--- config.mk ---
export PLATFORM = sky130hd
export DESIGN_NAME = strmove_engine
export DESIGN_NICKNAME = d
export VERILOG_FILES = /design/src/rtl/strmove_pkg.sv /design/src/rtl/strmove_idx.sv /design/src/rtl/strmove_agen.sv /design/src/rtl/strmove_ctrl.sv /design/src/rtl/strmove_engine.sv
export SDC_FILE = /design/constraint.sdc
export NUM_CORES = 1
export LEC_CHECK = 0
export BUFFER_PORTS_ARGS = -buffer_cell sky130_fd_sc_hd__buf_2
export CAP_MARGIN = 20
export CORE_UTILIZATION = 30
export CTS_CLUSTER_DIAMETER = 30
export DETAILED_ROUTE_END_ITERATION = 7
export SLEW_MARGIN = 20
export SYNTH_ARGS = -nofsm -noshare
export SYNTH_HDL_FRONTEND = slang
export SYNTH_SLANG_ARGS = --single-unit
--- constraint.sdc ---
create_clock -name clk_i -period 3 [get_ports clk_i]
set_input_delay 0.45 -clock clk_i [delete_from_list [all_inputs] [get_ports clk_i]]
set_output_delay 0.45 -clock clk_i [all_outputs]
set_load 0.01 [all_outputs]
--- src/rtl/strmove_pkg.sv ---
package strmove_pkg;
  typedef enum logic [1:0] {
    ST_IDLE  = 2'd0,
    ST_READ  = 2'd1,
    ST_WRITE = 2'd2,
    ST_FIN   = 2'd3
  } mv_state_e;

  localparam int unsigned NCH    = 2;
  localparam int unsigned CH_SRC = 0;
  localparam int unsigned CH_DST = 1;
endpackage

--- src/rtl/strmove_idx.sv ---
module strmove_idx #(
  parameter int unsigned IDX_W = 16,
  parameter int unsigned STEP  = 1
) (
  input  logic             clk_i,
  input  logic             rst_ni,
  input  logic             load_i,
  input  logic [IDX_W-1:0] init_i,
  input  logic             step_i,
  input  logic             dir_i,
  output logic [IDX_W-1:0] idx_o
);
  localparam logic [IDX_W-1:0] StepV = IDX_W'(STEP);

  logic [IDX_W-1:0] idx_q;

  always_ff @(posedge clk_i or negedge rst_ni) begin
    if (!rst_ni)      idx_q <= '0;
    else if (load_i)  idx_q <= init_i;
    else if (step_i)  idx_q <= dir_i ? idx_q - StepV : idx_q + StepV;
  end

  assign idx_o = idx_q;
endmodule

--- src/rtl/strmove_agen.sv ---
module strmove_agen #(
  parameter int unsigned IDX_W     = 16,
  parameter int unsigned SEG_SHIFT = 4,
  localparam int unsigned ADDR_W   = IDX_W + SEG_SHIFT
) (
  input  logic [IDX_W-1:0]  seg_i,
  input  logic [IDX_W-1:0]  off_i,
  output logic [ADDR_W-1:0] phys_o
);
  logic [ADDR_W-1:0] seg_ext, off_ext;

  assign seg_ext = {seg_i, {SEG_SHIFT{1'b0}}};
  assign off_ext = {{SEG_SHIFT{1'b0}}, off_i};
  // carry out of the top bit is dropped
  assign phys_o  = seg_ext + off_ext;
endmodule

--- src/rtl/strmove_ctrl.sv ---
module strmove_ctrl
  import strmove_pkg::*;
#(
  parameter int unsigned CNT_W = 16
) (
  input  logic             clk_i,
  input  logic             rst_ni,
  input  logic             start_i,
  input  logic [CNT_W-1:0] count_i,
  input  logic             rvalid_i,
  output logic             load_o,
  output logic             cap_o,
  output logic             step_o,
  output logic             rd_o,
  output logic             wr_o,
  output logic             busy_o,
  output logic             done_o
);
  localparam logic [CNT_W-1:0] CntOne = CNT_W'(1);

  mv_state_e        state_q, state_d;
  logic [CNT_W-1:0] cnt_q;
  logic             done_q;

  assign load_o = (state_q == ST_IDLE) && start_i;
  assign rd_o   = (state_q == ST_READ);
  assign cap_o  = rd_o && rvalid_i;
  assign wr_o   = (state_q == ST_WRITE);
  assign step_o = wr_o;
  assign busy_o = (state_q != ST_IDLE);
  assign done_o = done_q;

  always_comb begin
    state_d = state_q;
    unique case (state_q)
      ST_IDLE:  if (start_i) state_d = (count_i == '0) ? ST_FIN : ST_READ;
      ST_READ:  if (rvalid_i) state_d = ST_WRITE;
      ST_WRITE: state_d = (cnt_q == CntOne) ? ST_FIN : ST_READ;
      ST_FIN:   state_d = ST_IDLE;
      default:  state_d = ST_IDLE;
    endcase
  end

  always_ff @(posedge clk_i or negedge rst_ni) begin
    if (!rst_ni) begin
      state_q <= ST_IDLE;
      cnt_q   <= '0;
      done_q  <= 1'b0;
    end else begin
      state_q <= state_d;
      if (load_o) begin
        cnt_q  <= count_i;
        done_q <= 1'b0;
      end else if (wr_o) begin
        cnt_q  <= cnt_q - CntOne;
      end
      if (state_q == ST_FIN) done_q <= 1'b1;
    end
  end
endmodule

--- src/rtl/strmove_engine.sv ---
module strmove_engine
  import strmove_pkg::*;
#(
  parameter int unsigned IDX_W     = 16,
  parameter int unsigned SEG_SHIFT = 4,
  parameter int unsigned DATA_W    = 8,
  parameter int unsigned CNT_W     = 16,
  parameter int unsigned STEP      = 1,
  localparam int unsigned ADDR_W   = IDX_W + SEG_SHIFT
) (
  input  logic              clk_i,
  input  logic              rst_ni,
  input  logic              start_i,
  input  logic              dir_i,
  input  logic [CNT_W-1:0]  count_i,
  input  logic [IDX_W-1:0]  src_seg_i,
  input  logic [IDX_W-1:0]  dst_seg_i,
  input  logic [IDX_W-1:0]  src_idx_i,
  input  logic [IDX_W-1:0]  dst_idx_i,
  output logic              busy_o,
  output logic              done_o,
  output logic [IDX_W-1:0]  src_idx_o,
  output logic [IDX_W-1:0]  dst_idx_o,
  output logic [ADDR_W-1:0] mem_addr_o,
  output logic              mem_rd_o,
  output logic              mem_wr_o,
  output logic [DATA_W-1:0] mem_wdata_o,
  input  logic [DATA_W-1:0] mem_rdata_i,
  input  logic              mem_rvalid_i
);
  logic              load, cap, step;
  logic              dir_q;
  logic [DATA_W-1:0] byte_q;

  logic [IDX_W-1:0]  seg_init [NCH];
  logic [IDX_W-1:0]  idx_init [NCH];
  logic [IDX_W-1:0]  idx_q    [NCH];
  logic [ADDR_W-1:0] phys     [NCH];

  assign seg_init[CH_SRC] = src_seg_i;
  assign seg_init[CH_DST] = dst_seg_i;
  assign idx_init[CH_SRC] = src_idx_i;
  assign idx_init[CH_DST] = dst_idx_i;

  strmove_ctrl #(.CNT_W(CNT_W)) u_ctrl (
    .clk_i    (clk_i),
    .rst_ni   (rst_ni),
    .start_i  (start_i),
    .count_i  (count_i),
    .rvalid_i (mem_rvalid_i),
    .load_o   (load),
    .cap_o    (cap),
    .step_o   (step),
    .rd_o     (mem_rd_o),
    .wr_o     (mem_wr_o),
    .busy_o   (busy_o),
    .done_o   (done_o)
  );

  for (genvar c = 0; c < NCH; c++) begin : g_ch
    logic [IDX_W-1:0] seg_q;

    always_ff @(posedge clk_i or negedge rst_ni) begin
      if (!rst_ni)    seg_q <= '0;
      else if (load)  seg_q <= seg_init[c];
    end

    strmove_idx #(.IDX_W(IDX_W), .STEP(STEP)) u_idx (
      .clk_i  (clk_i),
      .rst_ni (rst_ni),
      .load_i (load),
      .init_i (idx_init[c]),
      .step_i (step),
      .dir_i  (dir_q),
      .idx_o  (idx_q[c])
    );

    strmove_agen #(.IDX_W(IDX_W), .SEG_SHIFT(SEG_SHIFT)) u_agen (
      .seg_i  (seg_q),
      .off_i  (idx_q[c]),
      .phys_o (phys[c])
    );
  end

  always_ff @(posedge clk_i or negedge rst_ni) begin
    if (!rst_ni) begin
      dir_q  <= 1'b0;
      byte_q <= '0;
    end else begin
      if (load) dir_q  <= dir_i;
      if (cap)  byte_q <= mem_rdata_i;
    end
  end

  assign mem_addr_o  = mem_wr_o ? phys[CH_DST] : phys[CH_SRC];
  assign mem_wdata_o = byte_q;
  assign src_idx_o   = idx_q[CH_SRC];
  assign dst_idx_o   = idx_q[CH_DST];
endmodule

==> run metrics, run 1 <==
outcome finished, violations left; failing checks setup timing; Cell Area, Synth between 6000 and 7000 sq um; Primary FF master, synth dfrtp_1; post-route ant nets 0; crit path time final around 3.2 ns; gpl congestion 0.855; Crit Path Category flop to output pin; crit path max fanout 2; max-slew violation count 0; CTS Sinks 92; vias per cell ~5.2; drt total wl 21.3 mm; global-route usage over all layers 18.8%; area delta synth->final 27.1%; PD cells approximately 1400 nW/um^2; Placeable Area 21900 sq um; Num CTS Buffers 9; Top Family by Delay on Critical Path compound AO/OA/AOI/OAI gates; placed instance area 7910 sq um; syn nets 943; post-DP HPWL 15.5 mm; CP max-delay cell dfrtp_1; initial antenna violation count 0; Clk Latency, worst-skew pair 0.35 ns; Post-synth EDFFs 0; DRC 0; critical path buffer and inverter count 1; Port Buffers 156; Synth area leader dfrtp_1; Arr. time, crit path 2.80 ns; RSZ-0062 raised after global routing true; H-tree levels 3; Ports 157; clock skew between 0.005 and 0.006 ns; CTS max path bufs 2; crit path capture type output pin; Hold Fails Final Rpt 0; total number of vias 6427; max cap viols 0; Die H 152 um; Post-Layout Inst Area 8560 sq um; Starting Density 30.8%; Max-Slew Margin vs Limit 44.2%; layout cells sized above 1 approximately 27%; fin crit share 108%; Final Util approximately 39%; remaining global-route overflow 0; Die ar. 23000 sq um; worst-margin pin slew approximately 0.84 ns; Area contributors post-synth dfrtp_1, nand2_1, ha_1; top cells by count, synth nand2_1, dfrtp_1, ha_1; YS warnings 0; Filler cells 2283; CTS root buf clkbuf_16; maximum number of pins on one net before global-route repair 66; number of global-route vias before repair about 6300; Seq cells post-synth 92; critical path launch point type flop; nets 1112; ys async rst share 100%; maximum vdd ir drop ~0.00035 V; Synth Instances 792; Hold Buf Count CTS 0; TritonCTS clock tree built; Iter 0 DRT Violations 379; critical-path cell list ha_2 > fa_2 > a21o_1 > a21o_1 > a2111oi_4 > nor3_2 > o311ai_4 > xor2_1 > mux2i_1 > buf_2; sequential area share after synthesis 34.2%; n_diodes 0; slowest cell delay on critical path 0.39 ns; LEAKAGE slightly above 4 nW; most common cell in the netlist nand2_1; final setup fails 5; DRT Pass-1 Iters 5; first-pass GRT wire length 34.6 mm; Max Clk Rate between 0.3 and 0.4 GHz; Avg Cell Area, Syn roughly 8.5 sq um; Req. time, crit path 2.55 ns; CTS clk-pin slew, worst paths 0.07 ns; worst min path class primary input to async pin; wire length per cell 17.1 um; overall die width 152 um; cell row count 54; Crit path top cell by count a21o_1; Worst Setup Slack, final -0.246 ns; Yosys cell types 68; Yosys top cell area share 34.2%
-- kinds of logic (layout without fill, tap and decap cells) --
group                      after synthesis  count (layout)  synth area share (%)
AOI/OAI and AO/OA                      219             219                  22.1
xor gates and xnor gates                49              49                  6.37
adders and majority gates               58              58                  11.2
buffers and inverters                   45             219                  2.97
DFF                                     92              92                  34.2
muxes                                   19              19                  3.01
and+or+nand+nor                        310             310                  20.1
-- report_power, final --
| group | internal, W | total [W] | switching [W] |
|---|---|---|---|
| Sequential | 0.00186 | 0.00256 | 0.000706 |
| Combinational | 0.00368 | 0.00835 | 0.00467 |
| Clock | 0.000849 | 0.00139 | 0.000545 |
| Total | 0.00638 | 0.0123 | 0.00592 |
-- sequential cells by signal, summed over array words and instances, names as in the netlist --
name              count
dir_q                 1
u_ctrl.cnt_q         16
g_ch.u_idx.idx_o     32
u_ctrl.state_q        2
g_ch.seg_q           32
u_ctrl.done_o         1
mem_wdata_o           8
-- final timing paths --
path                       depth (start not counted)                                  end  slack (ns)                                from
max                                               10                       mem_addr_o[18]       -0.25  g_ch[1].u_idx.idx_o[4]$_DFFE_PN0P_
min                                                1           mem_wdata_o[3]$_DFFE_PN0P_        0.18                              rst_ni
max reg2reg                                        9  g_ch[1].u_idx.idx_o[12]$_DFFE_PN0P_        0.28                   dir_q$_DFFE_PN0P_
min reg2reg                                        2        g_ch[0].seg_q[11]$_DFFE_PN0P_        0.48       g_ch[0].seg_q[11]$_DFFE_PN0P_
max in group asynchronous                          2   g_ch[0].u_idx.idx_o[7]$_DFFE_PN0P_        2.02                              rst_ni
min in group clk_i                                 3        g_ch[1].seg_q[13]$_DFFE_PN0P_        0.28                       dst_seg_i[13]
-- cells in the final DEF (no fill, tap or decap), types with 6 or more instances in the layout --
cell type  Yosys  routed
o21ai_0       48      43
ha_4           0       7
dfrtp_1       92      89
a211oi_1       7       6
and3_1         8       8
a22oi_1       15      15
nand2_1      188     187
a221o_1        6       6
a21o_1        30      30
clkbuf_16      0       9
a31oi_1       11       9
mux2_2        10      10
ha_2           0       6
a21oi_1       48      44
buf_2          2     155
xor2_1        31      31
nor2_1        39      38
ha_1          54      41
o21a_1         7       7
buf_4          0      31
mux2i_1        9       9
o211ai_1       7       7
nor3_1        20      17
xnor2_1       18      18
inv_1         13      13
nand3_1       13      13
nor4_1        11      10
-- area by class of cell --
type | instances | area (sq um) | area share [%]
well taps | 280 | 350 | 4.09
inverters | 14 | 52.6 | 0.614
clock inverters | 6 | 119 | 1.39
flip-flops and latches | 92 | 2310 | 27.0
clock buffers | 10 | 239 | 2.79
repair buffers | 189 | 1050 | 12.3
multi-input cells | 655 | 4440 | 51.9
-- layer usage --
| layer | up-vias | GRT usage (%) | wire length [um] |
|---|---|---|---|
| met3 | 28 | 3.11 | 770 |
| li1 | 3198 | - | - |
| met1 | 3059 | 25.5 | 9970 |
| met5 | - | 0 | 0 |
| met2 | 142 | 30.0 | 9990 |
| met4 | 0 | 6.81 | 546 |
-- stage by stage --
stage	setup WS [ns]	hold WS, ns	setup TNS (ns)	instances	power [W]
2_1_floorplan	0.0356	0.154	0	792	0.00788
3_3_place_gp	-0.0327	0.462	-0.0595	1220	0.0102
3_5_place_dp	-0.0753	0.467	-0.0903	1220	0.0103
4_1_cts	-0.235	0.218	-0.911	1241	0.0120
5_1_grt	-0.354	0.251	-1.76	1246	0.0135
6_report	-0.246	0.184	-0.889	1246	0.0123
-- repair_timing --
action                     4_1_cts  5_1_grt
pin swaps                       18       19
setup endpoints to repair       10       11
buffers inserted                 5        5
gates resized for setup         20       26
-- worst reg2reg max path: stages (launching register included) --
cell,delay [ns]
dfrtp_1,0.62
buf_4,0.35
buf_4,0.23
ha_1,0.30
a21o_1,0.20
a21oi_1,0.20
o31ai_1,0.15
nand3_1,0.13
mux2_2,0.33
o21ai_0,0.15
(Power assumes the default switching activity.)
==> run 2, diff against run 1 <==
Settings changed: SYNTH_HIERARCHICAL set to 1.
==> run 2 against run 1 <==
  * Sequential share of layout area is 1.6 points lower
  * Utilization decreased by 1.5 points
  * Maximum frequency rose by 8.2%
  * Critical path type unchanged
  * The flow now finishes without violations
  * Cell area rose by 6.4%
  * Clock skew rose by 0.0089 ns
  * Sequential cell count is the same
  * Setup slack improved by 0.25 ns
  * Clock-buffer cell count shrank 1
==> run metrics, run 2 <==
top layer in use met5; CTS max path bufs 2; remaining global-route overflow 0; Seq cells post-synth a little over 90; Primary FF master, synth dfrtp_1; wire length per cell 16.9 um; Clk Latency, worst-skew pair around 0.36 ns; Max-Slew Margin vs Limit between 40% and 50%; fin crit share 100%; number of global-route vias before repair 6173; cell row count 57; ys async rst share 100%; top cells by count, synth dfrtp_1, nand2_1, ha_1; layout cells sized above 1 about 36%; vias per cell around 5; Final Util 37.5%; crit path max fanout 5; RSZ-0062 raised after global routing true; commonest non-fill, non-tap cells in the layout buf_2, dfrtp_1, nand2_1; placed cell count between 1000 and 1500; CTS root buf clkbuf_16; clock skew 0.0145 ns; most common library cell in the layout ignoring fill and taps buf_2; Placeable Area 24200 sq um; crit path time final about 3.0 ns; YS warnings 6; drt total wl 20.8 mm; Die ar. 25300 sq um; Die H 159 um; Crit Path Category flop to output pin; crit path capture type output pin; Synth area leader dfrtp_1; Hold Fails Final Rpt 0; met1 WL ~10 mm; post-DP HPWL 15.7 mm; Iter 0 DRT Violations 228; worst-margin pin slew approximately 0.8 ns; Arr. time, crit path 2.55 ns; Synth Instances 745; Cell Area, Synth 7400 sq um; Yosys cell types just under 70; final instance count without filler cells 1237; worst min path class primary input to async pin; placed instance area 8430 sq um; n_diodes 0; first-pass GRT wire length 33.3 mm; TritonCTS clock tree built; syn nets 896; Port Buffers between 150 and 200; Ports 157; Post-synth EDFFs 0; Setup TNS 0 ns; max-slew violation count 0; maximum number of pins on one net before global-route repair 59; total number of vias 6342; met3 routed WL 1.24 mm; Post-Layout Inst Area 9100 sq um; Area contributors post-synth dfrtp_1, ha_1, mux2_4; H-tree levels 3; final setup fails 0; Max Clk Rate between 0.3 and 0.4 GHz; Req. time, crit path approximately 2.6 ns; Avg Cell Area, Syn 9.94 sq um; DRT Pass-1 Iters 5; max cap viols 0; Filler cells roughly 2500; most common cell in the netlist dfrtp_1; gpl congestion 0.868; initial antenna violation count 3; outcome completed; Yosys top cell area share 31.1%; DRC 0; area delta synth->final 22.9%; overall die width 159 um; nets about 1100; CTS Sinks between 90 and 100; global-route usage over all layers between 15 and 20%; sequential area share after synthesis between 30% and 40%; Starting Density 30.5%; post-route ant nets 0; CTS clk-pin slew, worst paths 0.08 ns; met2 routed WL 9.73 mm; Num CTS Buffers 9; critical path launch point type flop
==> run 2: cell types whose count changed after synthesis, sizes merged, moves of 10 or more <==
cell and delta:
xor2 -10, nand3 +11, buf +21, clkbuf -16
xnor2 +10, nand2 -118, nor3 -12, a21o -14
mux2 +55
==> run 2: cells by family after synthesis <==
| kind of cell | synth area share (%) |
|---|---|
| AOI/OAI and AO/OA | 21.4 |
| and+or+nand+nor | 14.4 |
| DFF | 31.1 |
| muxes | 12.5 |
| adders and majority gates | 10.2 |
| buffers and inverters | 4.60 |
| xor gates and xnor gates | 5.80 |
==> run 2: layout make-up <==
class                           count  area (sq um)  share of cell area [%]
Timing Repair Buffer              187          1080                    11.9
Sequential cell                    92          2300                    25.3
Multi-Input combinational cell    601          4940                    54.3
Clock buffer                        9           225                    2.47
Clock inverter                      7          76.3                   0.839
Tap cell                          324           405                    4.45
Inverter                           17          66.3                   0.729
==> run 2: timing repair <==
item | 4_1_cts | 5_1_grt
setup buffers | 8 | 12
hold buffers | 0 | 0
pin swaps | 11 | 10
setup endpoints to repair | 8 | 10
resized for setup | 22 | 30
==> run 2: worst max-delay path, stage by stage (launching register included) <==
cell and delay [ns]:
dfrtp_2 0.44, ha_1 0.32, a211oi_2 0.33, o211ai_1 0.24, and2_4 0.22, o311ai_4 0.32, mux2_4 0.20, buf_2 0.12
==> run 2: metrics by stage <==
step                      setup WS, ns  hold WS (ns)
final                         0.000868         0.173
after global routing           -0.0903         0.223
after CTS                      -0.0589         0.192
after detailed placement         0.116         0.490
after global placement           0.111         0.486
after floorplan                  0.359         0.154
==> run 2: final timing paths <==
kind,slack [ns],cells past startpoint,end,startpoint
setup / recovery,0.0009,7,mem_addr_o[19],g_ch[1].u_idx/idx_o[5]$_DFFE_PN0P_
hold / removal,0.17,1,u_ctrl/cnt_q[10]$_DFFE_PN0P_,rst_ni
setup reg to reg,0.65,8,g_ch[0].u_idx/idx_o[12]$_DFFE_PN0P_,dir_q$_DFFE_PN0P_
hold reg to reg,0.51,1,mem_wdata_o[7]$_DFFE_PN0P_,mem_wdata_o[7]$_DFFE_PN0P_
max in group asynchronous,2.12,2,g_ch[1].u_idx/idx_o[5]$_DFFE_PN0P_,rst_ni
min in group clk_i,0.28,2,u_ctrl/state_q[0]$_DFFE_PN0P_,mem_rvalid_i
==> run 2: layer usage <==
layer / track usage, % / vias to the layer above
met4: 3.06 / 6
met1: 22.0 / 3039
met3: 4.48 / 16
met2: 26.8 / 147
li1: - / 3134
met5: 0 / -
Power of run 2 is not shown: default switching activity piles up to over one toggle a cycle in this logic, so the estimate is an artifact.
==> run 3, diff against run 2 <==
Clock period 3 ns to 3.63 ns, I/O delays scaled along.
==> run 3 against run 2 <==
  * Cell count shrank 1.8%
  * Die area is the same
  * Hold slack gained 0.039 ns
  * Register-to-register slack gained 0.19 ns
  * Critical path depth grew 1
  * Routed wire length shrank 3.0%
  * Cell area shrank 4.7%
  * First-iteration DRC count grew 61%
  * Sequential share of layout area grew 1.2 points
  * Highest routed layer unchanged
==> run metrics, run 3 (synthesis results as in run 2) <==
CP max-delay cell fa_1; remaining global-route overflow 0; Req. time, crit path slightly above 3 ns; TritonCTS clock tree built; RSZ-0062 raised after global routing false; worst-margin pin slew 0.724 ns; total number of vias 6206; Crit. path cell count 8; Hold Fails Final Rpt 0; commonest non-fill, non-tap cells in the layout buf_2, dfrtp_1, nand2_1; maximum number of pins on one net before global-route repair 74; outcome completed; met1 WL 9.55 mm; post-CTS resize count 0; Port Buffers 156; slowest cell delay on critical path approximately 0.42 ns; wire length per cell about 17 um; Num CTS Buffers 9; most common library cell in the layout ignoring fill and taps buf_2; post-DP HPWL 15.5 mm; Hold Buf Count CTS 0; layout cells sized above 1 31.5%; overall die width 159 um; number of global-route vias before repair 6177; post-CTS setup buffer count 0; crit path capture type output pin; Starting Density 30.5%; area delta synth->final 17.1%; register area between 2000 and 2500 sq um; DRC 0; max-slew violation count 0; fin crit share slightly above 90%; DRT Pass-1 Iters 5; Die ar. 25300 sq um; Filler cells 2505; CTS Sinks 92; final setup fails 0; worst min path class primary input to async pin; H-tree levels 3; met2 routed WL 9.20 mm; Max-Slew Margin vs Limit 51.7%; Top Family by Delay on Critical Path compound AO/OA/AOI/OAI gates; drt total wl 20.2 mm; CTS root buf clkbuf_16; CTS clk-pin slew, worst paths 0.07 ns; nets 1036; R2R depth 8; initial antenna violation count 4; global-route usage over all layers approximately 16%; max cap viols 0; Placeable Area roughly 24000 sq um; critical path buffer and inverter count 1; Setup TNS 0 ns; Clk Latency, worst-skew pair 0.36 ns; first-pass GRT wire length 33.4 mm; CTS max path bufs 2; clock skew 0.0106 ns; Max Clk Rate between 0.2 and 0.3 GHz; vias per cell between 5 and 6; post-route ant nets 0; gpl congestion 0.881; Crit Path Category flop to output pin; Arr. time, crit path 2.85 ns; crit path max fanout 8; crit path time final 3.39 ns; Ports about 160; cell row count 57; met3 routed WL 1.20 mm; Multi-input gate area 4760 sq um; Die H 159 um; critical-path cell list ha_1 > fa_1 > a21o_1 > a221oi_4 > o21ai_0 > xor2_1 > mux2_2 > buf_2; critical path launch point type flop; top layer in use met5; Iter 0 DRT Violations 366
run 3: cell types whose count changed in the layout (fill, tap and decap cells not counted), moves of 4 or more:
cell,change
a211oi_1,+4
a211oi_2,-4
buf_2,+5
buf_4,-19
buf_6,-7
ha_1,+8
ha_2,-7
mux2_2,+6
mux2_4,-6
o21ai_0,+4
o21ai_1,-4
o311ai_1,+4
run 3: per-layer routing:
| metal | vias up | global-route usage (%) |
|---|---|---|
| li1 | 3086 | - |
| met1 | 2943 | 22.0 |
| met2 | 155 | 26.6 |
| met3 | 16 | 4.58 |
| met4 | 6 | 3.45 |
| met5 | - | 0 |
run 3: cell type report:
| type | instances | share of cell area (%) |
|---|---|---|
| Antenna cell | 1 | 0.0289 |
| Tap cell | 324 | 4.67 |
| Clock buffer | 9 | 2.60 |
| Sequential cell | 92 | 26.5 |
| Inverter | 17 | 0.765 |
| Timing Repair Buffer | 164 | 9.77 |
| Multi-Input combinational cell | 601 | 54.9 |
| Clock inverter | 7 | 0.721 |
run 3: path summary, 6_finish.rpt:
| check | to | slack (ns) | from |
|---|---|---|---|
| max | mem_addr_o[14] | 0.24 | g_ch[1].u_idx/idx_o[4]$_DFFE_PN0P_ |
| max reg2reg | g_ch[0].u_idx/idx_o[12]$_DFFE_PN0P_ | 0.84 | dir_q$_DFFE_PN0P_ |
| min | g_ch[0].u_idx/idx_o[0]$_DFFE_PN0P_ | 0.21 | rst_ni |
| min reg2reg | mem_wdata_o[1]$_DFFE_PN0P_ | 0.51 | mem_wdata_o[1]$_DFFE_PN0P_ |
| max in group asynchronous | u_ctrl/cnt_q[0]$_DFFE_PN0P_ | 2.67 | rst_ni |
| min in group clk_i | u_ctrl/state_q[0]$_DFFE_PN0P_ | 0.38 | mem_rvalid_i |
run 3: metrics by stage:
step | hold WS (ns) | setup WS, ns | util (%) | area [sq um] | cells
after detailed placement | 0.490 | 0.633 | 34.6 | 8380 | 1198
final | 0.212 | 0.239 | 35.8 | 8670 | 1215
after global placement | 0.489 | 0.661 | 34.6 | 8380 | 1198
after global routing | 0.268 | 0.0747 | 35.8 | 8670 | 1214
after floorplan | 0.249 | 0.894 | - | 7400 | 745
after CTS | 0.369 | 0.217 | 35.7 | 8670 | 1214
Power of run 3 is left out for the same reason.
